--- src/rtl/hz_pkg.sv ---
package hz_pkg;
  typedef enum logic [1:0] {
    SEL_RF = 2'b00,
    SEL_CM = 2'b01,
    SEL_MW = 2'b10
  } fwd_sel_e;
endpackage

--- src/rtl/hz_match.sv ---
module hz_match #(
  parameter int unsigned AW = 5
) (
  input  logic          valid_i,
  input  logic          wr_i,
  input  logic          use_i,
  input  logic [AW-1:0] rd_i,
  input  logic [AW-1:0] src_i,
  output logic          hit_o
);
  // register 0 is hardwired and never tracked
  assign hit_o = valid_i && wr_i && use_i && (rd_i != '0) && (rd_i == src_i);
endmodule

--- src/rtl/hz_track.sv ---
module hz_track #(
  parameter int unsigned AW     = 5,
  parameter int unsigned N_SRC  = 2,
  parameter int unsigned N_SLOT = 3
) (
  input  logic                        clk_i,
  input  logic                        rst_ni,
  input  logic                        stall_i,
  input  logic                        dec_valid_i,
  input  logic                        dec_wr_i,
  input  logic                        dec_load_i,
  input  logic [AW-1:0]               dec_rd_i,
  input  logic [N_SRC-1:0][AW-1:0]    dec_rs_i,
  input  logic [N_SRC-1:0]            dec_use_i,
  output logic [N_SLOT-1:0]           st_valid_o,
  output logic [N_SLOT-1:0]           st_wr_o,
  output logic [N_SLOT-1:0][AW-1:0]   st_rd_o,
  output logic                        dc_load_o,
  output logic [N_SRC-1:0][AW-1:0]    dc_rs_o,
  output logic [N_SRC-1:0]            dc_use_o
);
  logic take;
  assign take = dec_valid_i && !stall_i;

  // slot 0: decode/compute, carries sources for the compute-stage selects
  always_ff @(posedge clk_i or negedge rst_ni) begin
    if (!rst_ni) begin
      st_valid_o[0] <= 1'b0;
      st_wr_o[0]    <= 1'b0;
      st_rd_o[0]    <= '0;
      dc_load_o     <= 1'b0;
      dc_rs_o       <= '0;
      dc_use_o      <= '0;
    end else if (take) begin
      st_valid_o[0] <= 1'b1;
      st_wr_o[0]    <= dec_wr_i;
      st_rd_o[0]    <= dec_rd_i;
      dc_load_o     <= dec_load_i;
      dc_rs_o       <= dec_rs_i;
      dc_use_o      <= dec_use_i;
    end else begin
      // bubble
      st_valid_o[0] <= 1'b0;
      st_wr_o[0]    <= 1'b0;
      dc_load_o     <= 1'b0;
      dc_use_o      <= '0;
    end
  end

  for (genvar s = 1; s < N_SLOT; s++) begin : g_slot
    always_ff @(posedge clk_i or negedge rst_ni) begin
      if (!rst_ni) begin
        st_valid_o[s] <= 1'b0;
        st_wr_o[s]    <= 1'b0;
        st_rd_o[s]    <= '0;
      end else begin
        st_valid_o[s] <= st_valid_o[s-1];
        st_wr_o[s]    <= st_wr_o[s-1];
        st_rd_o[s]    <= st_rd_o[s-1];
      end
    end
  end
endmodule

--- src/rtl/hz_stall.sv ---
module hz_stall #(
  parameter int unsigned AW     = 5,
  parameter int unsigned N_SRC  = 2,
  parameter int unsigned N_SLOT = 3
) (
  input  logic                        fwd_en_i,
  input  logic                        dec_valid_i,
  input  logic [N_SRC-1:0][AW-1:0]    dec_rs_i,
  input  logic [N_SRC-1:0]            dec_use_i,
  input  logic [N_SLOT-1:0]           st_valid_i,
  input  logic [N_SLOT-1:0]           st_wr_i,
  input  logic [N_SLOT-1:0][AW-1:0]   st_rd_i,
  input  logic                        dc_load_i,
  output logic                        stall_o,
  output logic [N_SRC-1:0]            wb_byp_o
);
  localparam int unsigned LAST = N_SLOT - 1;

  logic [N_SRC-1:0][N_SLOT-1:0] hit;

  for (genvar k = 0; k < N_SRC; k++) begin : g_src
    for (genvar s = 0; s < N_SLOT; s++) begin : g_slot
      hz_match #(.AW(AW)) u_match (
        .valid_i (st_valid_i[s]),
        .wr_i    (st_wr_i[s]),
        .use_i   (dec_use_i[k]),
        .rd_i    (st_rd_i[s]),
        .src_i   (dec_rs_i[k]),
        .hit_o   (hit[k][s])
      );
    end
  end

  logic any_hit, load_hit;
  always_comb begin
    any_hit  = 1'b0;
    load_hit = 1'b0;
    for (int k = 0; k < N_SRC; k++) begin
      any_hit  = any_hit | (|hit[k]);
      load_hit = load_hit | hit[k][0];
    end
    load_hit = load_hit & dc_load_i;
    stall_o  = dec_valid_i && (fwd_en_i ? load_hit : any_hit);
    for (int k = 0; k < N_SRC; k++)
      wb_byp_o[k] = fwd_en_i && dec_valid_i && !stall_o && hit[k][LAST];
  end
endmodule

--- src/rtl/hz_fwd_sel.sv ---
module hz_fwd_sel #(
  parameter int unsigned AW = 5
) (
  input  logic              fwd_en_i,
  input  logic              dc_valid_i,
  input  logic [AW-1:0]     src_i,
  input  logic              use_i,
  input  logic              cm_valid_i,
  input  logic              cm_wr_i,
  input  logic [AW-1:0]     cm_rd_i,
  input  logic              mw_valid_i,
  input  logic              mw_wr_i,
  input  logic [AW-1:0]     mw_rd_i,
  output hz_pkg::fwd_sel_e  sel_o
);
  logic cm_hit, mw_hit;

  hz_match #(.AW(AW)) u_cm (
    .valid_i(cm_valid_i), .wr_i(cm_wr_i), .use_i(use_i),
    .rd_i(cm_rd_i), .src_i(src_i), .hit_o(cm_hit)
  );
  hz_match #(.AW(AW)) u_mw (
    .valid_i(mw_valid_i), .wr_i(mw_wr_i), .use_i(use_i),
    .rd_i(mw_rd_i), .src_i(src_i), .hit_o(mw_hit)
  );

  always_comb begin
    sel_o = hz_pkg::SEL_RF;
    if (fwd_en_i && dc_valid_i) begin
      if (cm_hit)      sel_o = hz_pkg::SEL_CM; // younger result first
      else if (mw_hit) sel_o = hz_pkg::SEL_MW;
    end
  end
endmodule

--- src/rtl/hz_unit.sv ---
module hz_unit #(
  parameter int unsigned NUM_REGS = 32,
  localparam int unsigned AW      = $clog2(NUM_REGS)
) (
  input  logic          clk_i,
  input  logic          rst_ni,
  input  logic          fwd_en_i,
  input  logic          dec_valid_i,
  input  logic [AW-1:0] dec_rs1_i,
  input  logic          dec_use_rs1_i,
  input  logic [AW-1:0] dec_rs2_i,
  input  logic          dec_use_rs2_i,
  input  logic [AW-1:0] dec_rd_i,
  input  logic          dec_wr_i,
  input  logic          dec_load_i,
  output logic          stall_o,
  output logic [1:0]    fwd_a_o,
  output logic [1:0]    fwd_b_o,
  output logic          wb_byp_a_o,
  output logic          wb_byp_b_o
);
  localparam int unsigned N_SRC  = 2;
  localparam int unsigned N_SLOT = 3;
  localparam int unsigned S_CM   = 1;
  localparam int unsigned S_MW   = 2;

  logic [N_SRC-1:0][AW-1:0]  dec_rs, dc_rs;
  logic [N_SRC-1:0]          dec_use, dc_use, wb_byp;
  logic [N_SLOT-1:0]         st_valid, st_wr;
  logic [N_SLOT-1:0][AW-1:0] st_rd;
  logic                      dc_load;
  hz_pkg::fwd_sel_e          sel [N_SRC];

  assign dec_rs  = {dec_rs2_i, dec_rs1_i};
  assign dec_use = {dec_use_rs2_i, dec_use_rs1_i};

  hz_track #(.AW(AW), .N_SRC(N_SRC), .N_SLOT(N_SLOT)) u_track (
    .clk_i       (clk_i),
    .rst_ni      (rst_ni),
    .stall_i     (stall_o),
    .dec_valid_i (dec_valid_i),
    .dec_wr_i    (dec_wr_i),
    .dec_load_i  (dec_load_i),
    .dec_rd_i    (dec_rd_i),
    .dec_rs_i    (dec_rs),
    .dec_use_i   (dec_use),
    .st_valid_o  (st_valid),
    .st_wr_o     (st_wr),
    .st_rd_o     (st_rd),
    .dc_load_o   (dc_load),
    .dc_rs_o     (dc_rs),
    .dc_use_o    (dc_use)
  );

  hz_stall #(.AW(AW), .N_SRC(N_SRC), .N_SLOT(N_SLOT)) u_stall (
    .fwd_en_i    (fwd_en_i),
    .dec_valid_i (dec_valid_i),
    .dec_rs_i    (dec_rs),
    .dec_use_i   (dec_use),
    .st_valid_i  (st_valid),
    .st_wr_i     (st_wr),
    .st_rd_i     (st_rd),
    .dc_load_i   (dc_load),
    .stall_o     (stall_o),
    .wb_byp_o    (wb_byp)
  );

  for (genvar k = 0; k < N_SRC; k++) begin : g_sel
    hz_fwd_sel #(.AW(AW)) u_sel (
      .fwd_en_i   (fwd_en_i),
      .dc_valid_i (st_valid[0]),
      .src_i      (dc_rs[k]),
      .use_i      (dc_use[k]),
      .cm_valid_i (st_valid[S_CM]),
      .cm_wr_i    (st_wr[S_CM]),
      .cm_rd_i    (st_rd[S_CM]),
      .mw_valid_i (st_valid[S_MW]),
      .mw_wr_i    (st_wr[S_MW]),
      .mw_rd_i    (st_rd[S_MW]),
      .sel_o      (sel[k])
    );
  end

  assign fwd_a_o    = sel[0];
  assign fwd_b_o    = sel[1];
  assign wb_byp_a_o = wb_byp[0];
  assign wb_byp_b_o = wb_byp[1];
endmodule

--- config.mk ---
export PLATFORM = sky130hd
export DESIGN_NAME = hz_unit
export DESIGN_NICKNAME = d
export VERILOG_FILES = /design/src/rtl/hz_pkg.sv /design/src/rtl/hz_match.sv /design/src/rtl/hz_track.sv /design/src/rtl/hz_stall.sv /design/src/rtl/hz_fwd_sel.sv /design/src/rtl/hz_unit.sv
export SDC_FILE = /design/constraint.sdc
export NUM_CORES = 1
export LEC_CHECK = 0
export ABC_CLOCK_PERIOD_IN_PS = 2400
export BUFFER_PORTS_ARGS = -buffer_cell sky130_fd_sc_hd__buf_2
export CORE_UTILIZATION = 51
export DETAILED_ROUTE_END_ITERATION = 12
export PLACE_DENSITY = 0.81
export SLEW_MARGIN = 15
export SYNTH_ARGS = -nofsm -noshare
export SYNTH_HDL_FRONTEND = slang
export SYNTH_SLANG_ARGS = --single-unit
--- constraint.sdc ---
create_clock -name clk_i -period 2.4 [get_ports clk_i]
set_input_delay 0.36 -clock clk_i [delete_from_list [all_inputs] [get_ports clk_i]]
set_output_delay 0.36 -clock clk_i [all_outputs]
set_load 0.03 [all_outputs]
==> results.yml, run 1 <==
finish:
  multiInputGateArea_um2: 1110
  final_cell_mix: "dfrtp_1 (28), xnor2_1 (25), xor2_1 (24)"
  fillers: 257
  final_nets: 230
  antennaDiodeCount: 0
  synthToLayoutAreaGrowth_pct: 26.4
  seq_area_um2: 858
  final_common_cell: "dfrtp_1"
  drive_gt1_share_pct: 46.2
timing:
  rsz0062_at_grt: "yes"
  finalCritPeriodShare_pct: 103
  fmax_mhz: 405
  worstMarginPinSlew_ps: 749
  tns_ps: -213
  hold_viol: 0
  period_minus_slack_ps: 2470
  max-slew-margin-rel_pct: 50.1
  final_max_slew_viol_count: 0
  finClkSkew_ps: 5.23
  worst_slack_ps: -69.0
  setup_viol: 4
cts:
  clk_latency_ps: 290
  ctsHtreeMaxLevel: 2
  path_clk_slew_ps: 70
  clock_path_buffers: 2
  clockRootBuffer: "clkbuf_8"
  postCtsHoldBufs: 0
  numCtsBuffers: 5
  cts.sinks: 34
  cts_tree: "built"
logic_synthesis:
  synth_area_per_cell_um2: 11.6
  ys_top_cells_by_area: "dfrtp_1 (44%), xnor2_1 (12%), xor2_1 (11%)"
  synth_top_area_share_pct: 44.3
  synth_top_cell_by_area: "dfrtp_1"
  synthCells: 166
  postSynthNetCount: 189
  seq_area_frac_synth_pct: 44.3
  synth.cell_area_um2: 1920
  synth.distinct_cells: 27
  synth_edf_count: 0
  yosys_warnings: 0
  ys_ff_latch: 34
  synth_ff_type: "dfrtp_1"
  synth-async-reset-ratio_pct: 100
power_and_ir_drop:
  vdd_ir_drop_max_mv: 0.424
  leakage_nw: 1.04
  powerDensity_nw_per_um2: 608
floorplanning:
  num_rows: 21
  dieArea_um2: 4020
  die_w_um: 63.4
  initial_utilization_pct: 55.4
  die_y_um: 63.4
  coreArea_um2: 3470
  io_pins: 30
setup_path:
  crit_type: "flop to primary output"
  cp-end-kind: "primary output"
  cp.required_ps: 2040
  path_max_fanout: 6
  critPathArrivalTime_ps: 2110
  worst_setup_path_start_kind: "flop"
drt:
  drt_iter0_drc: 75
  routed_wl_mm: 4.56
  dr_total_vias: 1416
  drc: 0
  post_drt_via_cell_ratio: 5.57
  ant_nets: 0
  first_pass_iters: 4
  avgRoutedWirePerCell_um: 18.0
global_routing:
  met3_usage_pct: 5.25
  grtUsageTotal_pct: 24.8
  grt_max_degree: 35
  antenna_found_initial: 0
  grt_use_met2_pct: 41.6
  grt_overflow: 0
  grt_use_met1_pct: 30.4
  grt_pass1_wl_mm: 7.44
  top_usage_layer: "met2"
  grt_pass1_vias: 1532
run_status:
  violations: "setup timing"
  outcome: "finished, violations left"
hold_path:
  min_path_type: "input port to async pin"
placed_design:
  place_ws_ps: -20.9
  place.gp.congestion: 0.851
  dpl.hpwl_mm: 3.27
  io_buffer_count: 29
run:
  cap_violations: 0
## power by group
group / total, W / switching, W / internal, W
clock: 0.000446 / 0.000215 / 0.000230
combinational: 0.000336 / 0.000164 / 0.000173
sequential: 0.000694 / 0.0000657 / 0.000628
## registers in the layout (all words and copies together) (netlist names)
signal,cells
u_track.st_rd_o,15
u_track.dc_rs_o,10
u_track.st_valid_o,3
u_track.st_wr_o,3
u_track.dc_use_o,2
u_track.dc_load_o,1
## what timing repair did
| action | in CTS | in global routing |
|---|---|---|
| resized for setup | 24 | 11 |
| pin swaps | 20 | 7 |
| setup endpoints to repair | 5 | 13 |
| setup buffers | 5 | 0 |
## worst max-delay path: stages (launching register included)
cell     delay (ps)
dfrtp_2         450
xor2_1          180
nor4_2          300
nand3_1         110
a221o_1         340
and2_4          170
and3_4          150
buf_6           130
## cells in the mapped netlist (2+ instances only)
master	number
and3_1	7
buf_2	3
buf_6	2
clkbuf_1	6
dfrtp_1	34
inv_1	2
mux2_2	6
mux2_4	9
nand2_1	5
nand3_1	6
nand4_1	5
nor2_1	5
nor3_1	5
nor4_1	8
o211ai_1	2
o211ai_2	2
xnor2_1	26
xor2_1	24
## final cells by class
type,instances,share of cell area [%]
clock inverter,2,0.515
sequential,34,35.4
multi-input combinational,119,45.7
timing repair buffer,45,12.3
inverter,2,0.309
clock buffer,6,3.40
tap,46,2.37
## per-stage QoR
step	power, W	area [um^2]	cells	utilization [%]	hold WS (ps)
finish	0.00148	2430	254	70.0	132
global route	0.00154	2430	254	70.0	201
CTS	0.00147	2370	254	68.4	152
detailed placement	0.00100	2160	241	62.2	374
global placement	0.000986	2160	241	62.2	361
floorplan	0.000900	1930	166	-	64.4
## worst paths after layout
| kind | from | to | slack (ps) | cells after the start |
|---|---|---|---|---|
| setup reg to reg | u_track.st_rd_o[13] | u_track.dc_rs_o[8] | 90 | 7 |
| hold / removal | rst_ni | u_track.dc_rs_o[7] | 130 | 1 |
| max in group asynchronous | rst_ni | u_track.st_rd_o[5] | 1750 | 1 |
| hold reg to reg | u_track.st_wr_o[0] | u_track.st_wr_o[1] | 390 | 0 |
| min in group clk_i | dec_rd_i[1] | u_track.st_rd_o[1] | 290 | 2 |
| setup / recovery | u_track.st_rd_o[2] | wb_byp_a_o | -70 | 7 |
## cell families after synthesis
logic type                Yosys count  share of synthesized area, %
DFF                                34                          44.3
AOI/OAI and AO/OA                   9                          5.28
muxes                              15                          10.6
and+or+nand+nor                    45                          13.6
buffers and inverters              13                          3.52
xor gates and xnor gates           50                          22.8
## routing by layer
metal | share of wire, % | vias to the layer above
met5 | 0 | -
met4 | 2.2 | 0
met3 | 4.6 | 10
met2 | 50 | 49
met1 | 43 | 699
li1 | - | 658
No activity file was read; power rests on OpenSTA's default activity.
==> run 2: changes to the inputs <==
==> constraint.sdc (replaced) <==
create_clock -name clk_i -period 2.4 [get_ports clk_i]
set_input_delay 0.48 -clock clk_i [delete_from_list [all_inputs] [get_ports clk_i]]
set_output_delay 0.48 -clock clk_i [all_outputs]
set_load 0.03 [all_outputs]
==> run 2 against run 1 <==
Effect of this change:
- the run still ends with setup timing left
- combinational power increased by 8.3%
- non-clock buffer count increased by 11
- first-iteration DRC count is 69% higher
- wire length is 4.6% higher
- clock skew down 1.1 ps
- clock power shrank 12%
- core utilization grew 1.8 points
==> results.yml, run 2 (synthesized netlist as in run 1, its figures left out) <==
drt:
  dr_total_vias: 1472
  post_drt_via_cell_ratio: 5.58
  first_pass_iters: 4
  drt_iter0_drc: 127
  routed_wl_mm: 4.77
  drc: 0
  ant_nets: 0
  avgRoutedWirePerCell_um: 18.1
finish:
  final_common_cell: "dfrtp_1"
  top_register: "u_track.st_rd_o"
  antennaDiodeCount: 0
  fin_cells: 264
  largest_reg_flops: 15
  final_cell_mix: "dfrtp_1 (30), buf_4 (27), xnor2_1 (26)"
  fillers: 254
  final_nets: 241
  synthToLayoutAreaGrowth_pct: 29.6
  final_util_pct: 71.8
  drive_gt1_share_pct: 46.3
  reg_top3: "u_track.st_rd_o (15), u_track.dc_rs_o (10)"
timing:
  tns_ps: -662
  period_minus_slack_ps: 2590
  setup_viol: 5
  fmax_mhz: 386
  final_max_slew_viol_count: 0
  worstMarginPinSlew_ps: 719
  finClkSkew_ps: 4.11
  max-slew-margin-rel_pct: 52.0
  finalCritPeriodShare_pct: 108
  hold_viol: 0
  holdWs_ps: 240
  rsz0062_at_grt: "yes"
  worst_slack_ps: -193
setup_path:
  critPathArrivalTime_ps: 2110
  rr_worst_depth: 7
  worst_setup_path_start_kind: "flop"
  r2r_slack_ps: 170
  crit_type: "flop to primary output"
  cp.required_ps: 1920
  r2r_end: "u_track.dc_rs_o[6]"
  path_max_fanout: 4
  reg2reg_from: "u_track.st_rd_o[13]"
  cp-end-kind: "primary output"
power_and_ir_drop:
  p_sw_w: 0.000431
  powerDensity_nw_per_um2: 582
  p_int_w: 0.00102
  p_sw_share_pct: 29.8
  vdd_ir_drop_max_mv: 0.364
  design_power_total_w: 0.00145
  combPwrFrac_pct: 25.2
  leakage_nw: 1.10
  clkPwrFrac_pct: 27.1
  p_seq_share_pct: 47.7
placed_design:
  io_buffer_count: 29
  place.gp.congestion: 0.899
  dpl.hpwl_mm: 3.54
  place_inst: 255
run_status:
  violations: "setup timing"
  outcome: "finished, violations left"
global_routing:
  grtUsageTotal_pct: 26.7
  grt_overflow: 0
  grt_pass1_wl_mm: 7.94
  antenna_found_initial: 0
  grt_pass1_vias: 1587
  grt_max_degree: 35
floorplanning:
  initial_utilization_pct: 55.4
  die_w_um: 63.4
  num_rows: 21
  dieArea_um2: 4020
  die_y_um: 63.4
  io_pins: 30
  coreArea_um2: 3470
cts:
  numCtsBuffers: 5
  clock_path_buffers: 2
  clk_latency_ps: 290
  ctsHtreeMaxLevel: 2
  cts.sinks: 34
  path_clk_slew_ps: 60
  cts_tree: "built"
  postCtsHoldBufs: 0
  clockRootBuffer: "clkbuf_8"
run:
  cap_violations: 0
hold_path:
  min_path_type: "input port to async pin"
==> run 2: changes by cell type in the layout (fill, tap and decap cells not counted), moves of 2 or more <==
cell	change
buf_4	+10
clkbuf_1	+2
dfrtp_1	+2
dfrtp_2	-2
nor2_2	+2
nor2_4	-2
==> run 2: final cells by class <==
type                    count  area, um^2  share of cell area [%]
multi-input cells         119        1090                    43.9
flip-flops and latches     34         856                    34.4
repair buffers             56         400                    16.1
clock buffers               7        76.3                    3.07
well taps                  46        57.6                    2.31
inverters                   2        7.51                   0.302
==> run 2: worst max-delay path: stages (launching register included) <==
cell     delay, ps
dfrtp_2        440
xor2_1         160
nor4_2         320
nand3_1        100
a221o_1        340
and2_4         160
and3_4         180
buf_6          130
==> run 2: stage by stage <==
stage / setup WS [ps] / cell area [um^2]
global placement: -205 / 2280
global route: -295 / 2490
finish: -193 / 2490
floorplan: -86.1 / 1940
detailed placement: -247 / 2280
CTS: -195 / 2450
==> run 2: routing by layer <==
metal / share of wire, % / vias to the layer above / GRT usage [%]
met4: 1.7 / 0 / 9.38
met3: 5.4 / 8 / 6.34
met5: 0 / - / 0
met1: 42 / 733 / 33.7
li1: - / 677 / -
met2: 50 / 54 / 44.4
==> run 2: worst max-delay path by stage <==
stage / startpoint / endpoint / slack (ps) / cells after the start
2_1_floorplan: u_track.st_rd_o[6] / fwd_b_o[1] / -90 / 5
3_3_place_gp: dec_rs1_i[3] / wb_byp_a_o / -210 / 8
3_5_place_dp: dec_rs1_i[3] / wb_byp_a_o / -250 / 8
4_1_cts: u_track.st_rd_o[2] / wb_byp_a_o / -200 / 7
5_1_grt: u_track.st_rd_o[2] / wb_byp_a_o / -300 / 7
6_report: u_track.st_rd_o[2] / wb_byp_a_o / -190 / 7
==> run 2: power by group through the flow <==
stage	clock [W]	sequential, W	combinational (W)
6_report	0.000393	0.000691	0.000364
4_1_cts	0.000396	0.000689	0.000347
5_1_grt	0.000429	0.000697	0.000393
3_5_place_dp	0	0.000697	0.000335
2_1_floorplan	0	0.000673	0.000228
3_3_place_gp	0	0.000692	0.000321
==> run 2: what timing repair did <==
action	in CTS	in global routing
pin swaps	12	11
endpoints found under the setup margin	6	7
buffers inserted	2	0
gates resized for setup	22	9
==> run 3: changes to the inputs <==
--- a/config.mk
+++ b/config.mk
@@ -5,11 +5,10 @@
 export SDC_FILE = /design/constraint.sdc
 export NUM_CORES = 1
 export LEC_CHECK = 0
-export ABC_CLOCK_PERIOD_IN_PS = 2400
 export BUFFER_PORTS_ARGS = -buffer_cell sky130_fd_sc_hd__buf_2
 export CORE_UTILIZATION = 51
 export DETAILED_ROUTE_END_ITERATION = 12
-export PLACE_DENSITY = 0.81
+export PLACE_DENSITY = 0.74
 export SLEW_MARGIN = 15
 export SYNTH_ARGS = -nofsm -noshare
 export SYNTH_HDL_FRONTEND = slang
==> run 3 against run 2 <==
Effect of this change:
- the flow still finishes with violations (setup timing)
- global-route usage shrank 0.28 points
- via count grew 0.95%
- sequential share of layout area down 0.83 points
- first-iteration DRC count shrank 37%
- clock power grew 14%
- die area did not move
- count of clock-buffer cells in the layout fell by 1
- fmax is 0.11% lower
- non-clock buffer count grew 3
- highest routed layer unchanged
==> results.yml, run 3 (synthesized netlist as in run 1, its figures left out) <==
run_status:
  outcome: "finished, violations left"
  violations: "setup timing"
drt:
  drt_iter0_drc: 80
  first_pass_iters: 4
  avgRoutedWirePerCell_um: 17.9
  routed_wl_mm: 4.81
  drc: 0
  ant_nets: 0
  post_drt_via_cell_ratio: 5.54
  dr_total_vias: 1486
setup_path:
  cp.required_ps: 1920
  cp_top_family: "simple AND/OR/NAND/NOR gates"
  critPathSlowestCell: "dfrtp_1"
  slowest_delay_ps: 420
  crit_type: "flop to primary output"
  critPathArrivalTime_ps: 2120
  worst_setup_path_start_kind: "flop"
  crit_buf_inv: 1
  cp-end-kind: "primary output"
  path_max_fanout: 4
  crit_chain: "xor2_1 > nor4_1 > nand3_1 > a221o_1 > and2_4 > and3_4 > buf_6"
floorplanning:
  num_rows: 21
  dieArea_um2: 4020
  initial_utilization_pct: 55.4
  die_w_um: 63.4
  die_y_um: 63.4
  coreArea_um2: 3470
  io_pins: 30
cts:
  clock_path_buffers: 2
  path_clk_slew_ps: 80
  numCtsBuffers: 5
  cts_tree: "built"
  clk_latency_ps: 300
  clockRootBuffer: "clkbuf_8"
  ctsHtreeMaxLevel: 2
  postCtsHoldBufs: 0
  cts.sinks: 34
finish:
  top_register: "u_track.st_rd_o"
  seq_area_um2: 853
  final_cell_mix: "dfrtp_1 (32), xnor2_1 (26), buf_4 (26)"
  multiInputGateArea_um2: 1090
  fillers: 251
  drive_gt1_share_pct: 46.4
  final_common_cell: "dfrtp_1"
  reg_top3: "u_track.st_rd_o (15), u_track.dc_rs_o (10)"
  fin_cells: 268
  final_nets: 244
  synthToLayoutAreaGrowth_pct: 32.4
  antennaDiodeCount: 0
  largest_reg_flops: 15
timing:
  period_minus_slack_ps: 2600
  holdWs_ps: 246
  max-slew-margin-rel_pct: 50.3
  final_max_slew_viol_count: 0
  finalCritPeriodShare_pct: 108
  worstMarginPinSlew_ps: 745
  setup_viol: 5
  rsz0062_at_grt: "yes"
  hold_viol: 0
  tns_ps: -661
  fmax_mhz: 385
  worst_slack_ps: -196
  finClkSkew_ps: 8.09
placed_design:
  place.gp.congestion: 0.914
  dpl.hpwl_mm: 3.42
  place_inst: 253
  place_ws_ps: -238
  io_buffer_count: 29
power_and_ir_drop:
  leakage_nw: 1.13
  powerDensity_nw_per_um2: 595
  vdd_ir_drop_max_mv: 0.405
global_routing:
  antenna_found_initial: 0
  grt_pass1_vias: 1597
  grt_overflow: 0
  grt_max_degree: 35
  grt_pass1_wl_mm: 7.82
  grtUsageTotal_pct: 26.4
run:
  cap_violations: 0
hold_path:
  min_path_type: "input port to async pin"
==> run 3: what timing repair did <==
item | in CTS | in global routing
setup endpoints to repair | 5 | 22
buffers inserted | 5 | 2
pin swaps | 15 | 12
gates resized for setup | 24 | 8
==> run 3: final cells by class <==
| type | count | share of cell area (%) |
|---|---|---|
| Tap cell | 46 | 2.26 |
| Inverter | 2 | 0.295 |
| Clock inverter | 2 | 0.492 |
| Clock buffer | 6 | 3.25 |
| Timing Repair Buffer | 59 | 17.2 |
| Sequential cell | 34 | 33.5 |
| Multi-Input combinational cell | 119 | 42.9 |
==> run 3: report_power, final <==
| part | switching (W) | internal, W | leakage, nW | total [W] |
|---|---|---|---|---|
| Combinational | 0.000181 | 0.000200 | 0.679 | 0.000381 |
| Clock | 0.000217 | 0.000230 | 0.0472 | 0.000447 |
| Sequential | 0.0000581 | 0.000627 | 0.402 | 0.000685 |
==> run 3: layer usage <==
layer / part of all wire [%] / track usage (%)
met2: 50 / 41.6
met5: 0 / 0
met3: 4.8 / 6.34
met4: 3.5 / 13.1
met1: 42 / 33.8
==> run 3: metrics by stage <==
step	utilization [%]	instance area, um^2	total power [W]
after floorplan	-	1940	0.000900
after global placement	65.1	2260	0.00101
after detailed placement	65.1	2260	0.00103
after CTS	71.4	2480	0.00150
after global routing	73.3	2540	0.00158
final	73.3	2540	0.00151
==> run 3: path summary, 6_finish.rpt <==
check	from	end	slack [ps]	cells after the start
setup / recovery	u_track.st_rd_o[4]	wb_byp_b_o	-200	7
setup reg to reg	u_track.st_rd_o[4]	u_track.dc_rs_o[0]	150	8
hold / removal	rst_ni	u_track.dc_use_o[1]	250	1
max in group asynchronous	rst_ni	u_track.st_rd_o[5]	1630	1
hold reg to reg	u_track.st_wr_o[0]	u_track.st_wr_o[1]	370	0
min in group clk_i	u_track.st_wr_o[0]	u_track.st_wr_o[1]	370	0
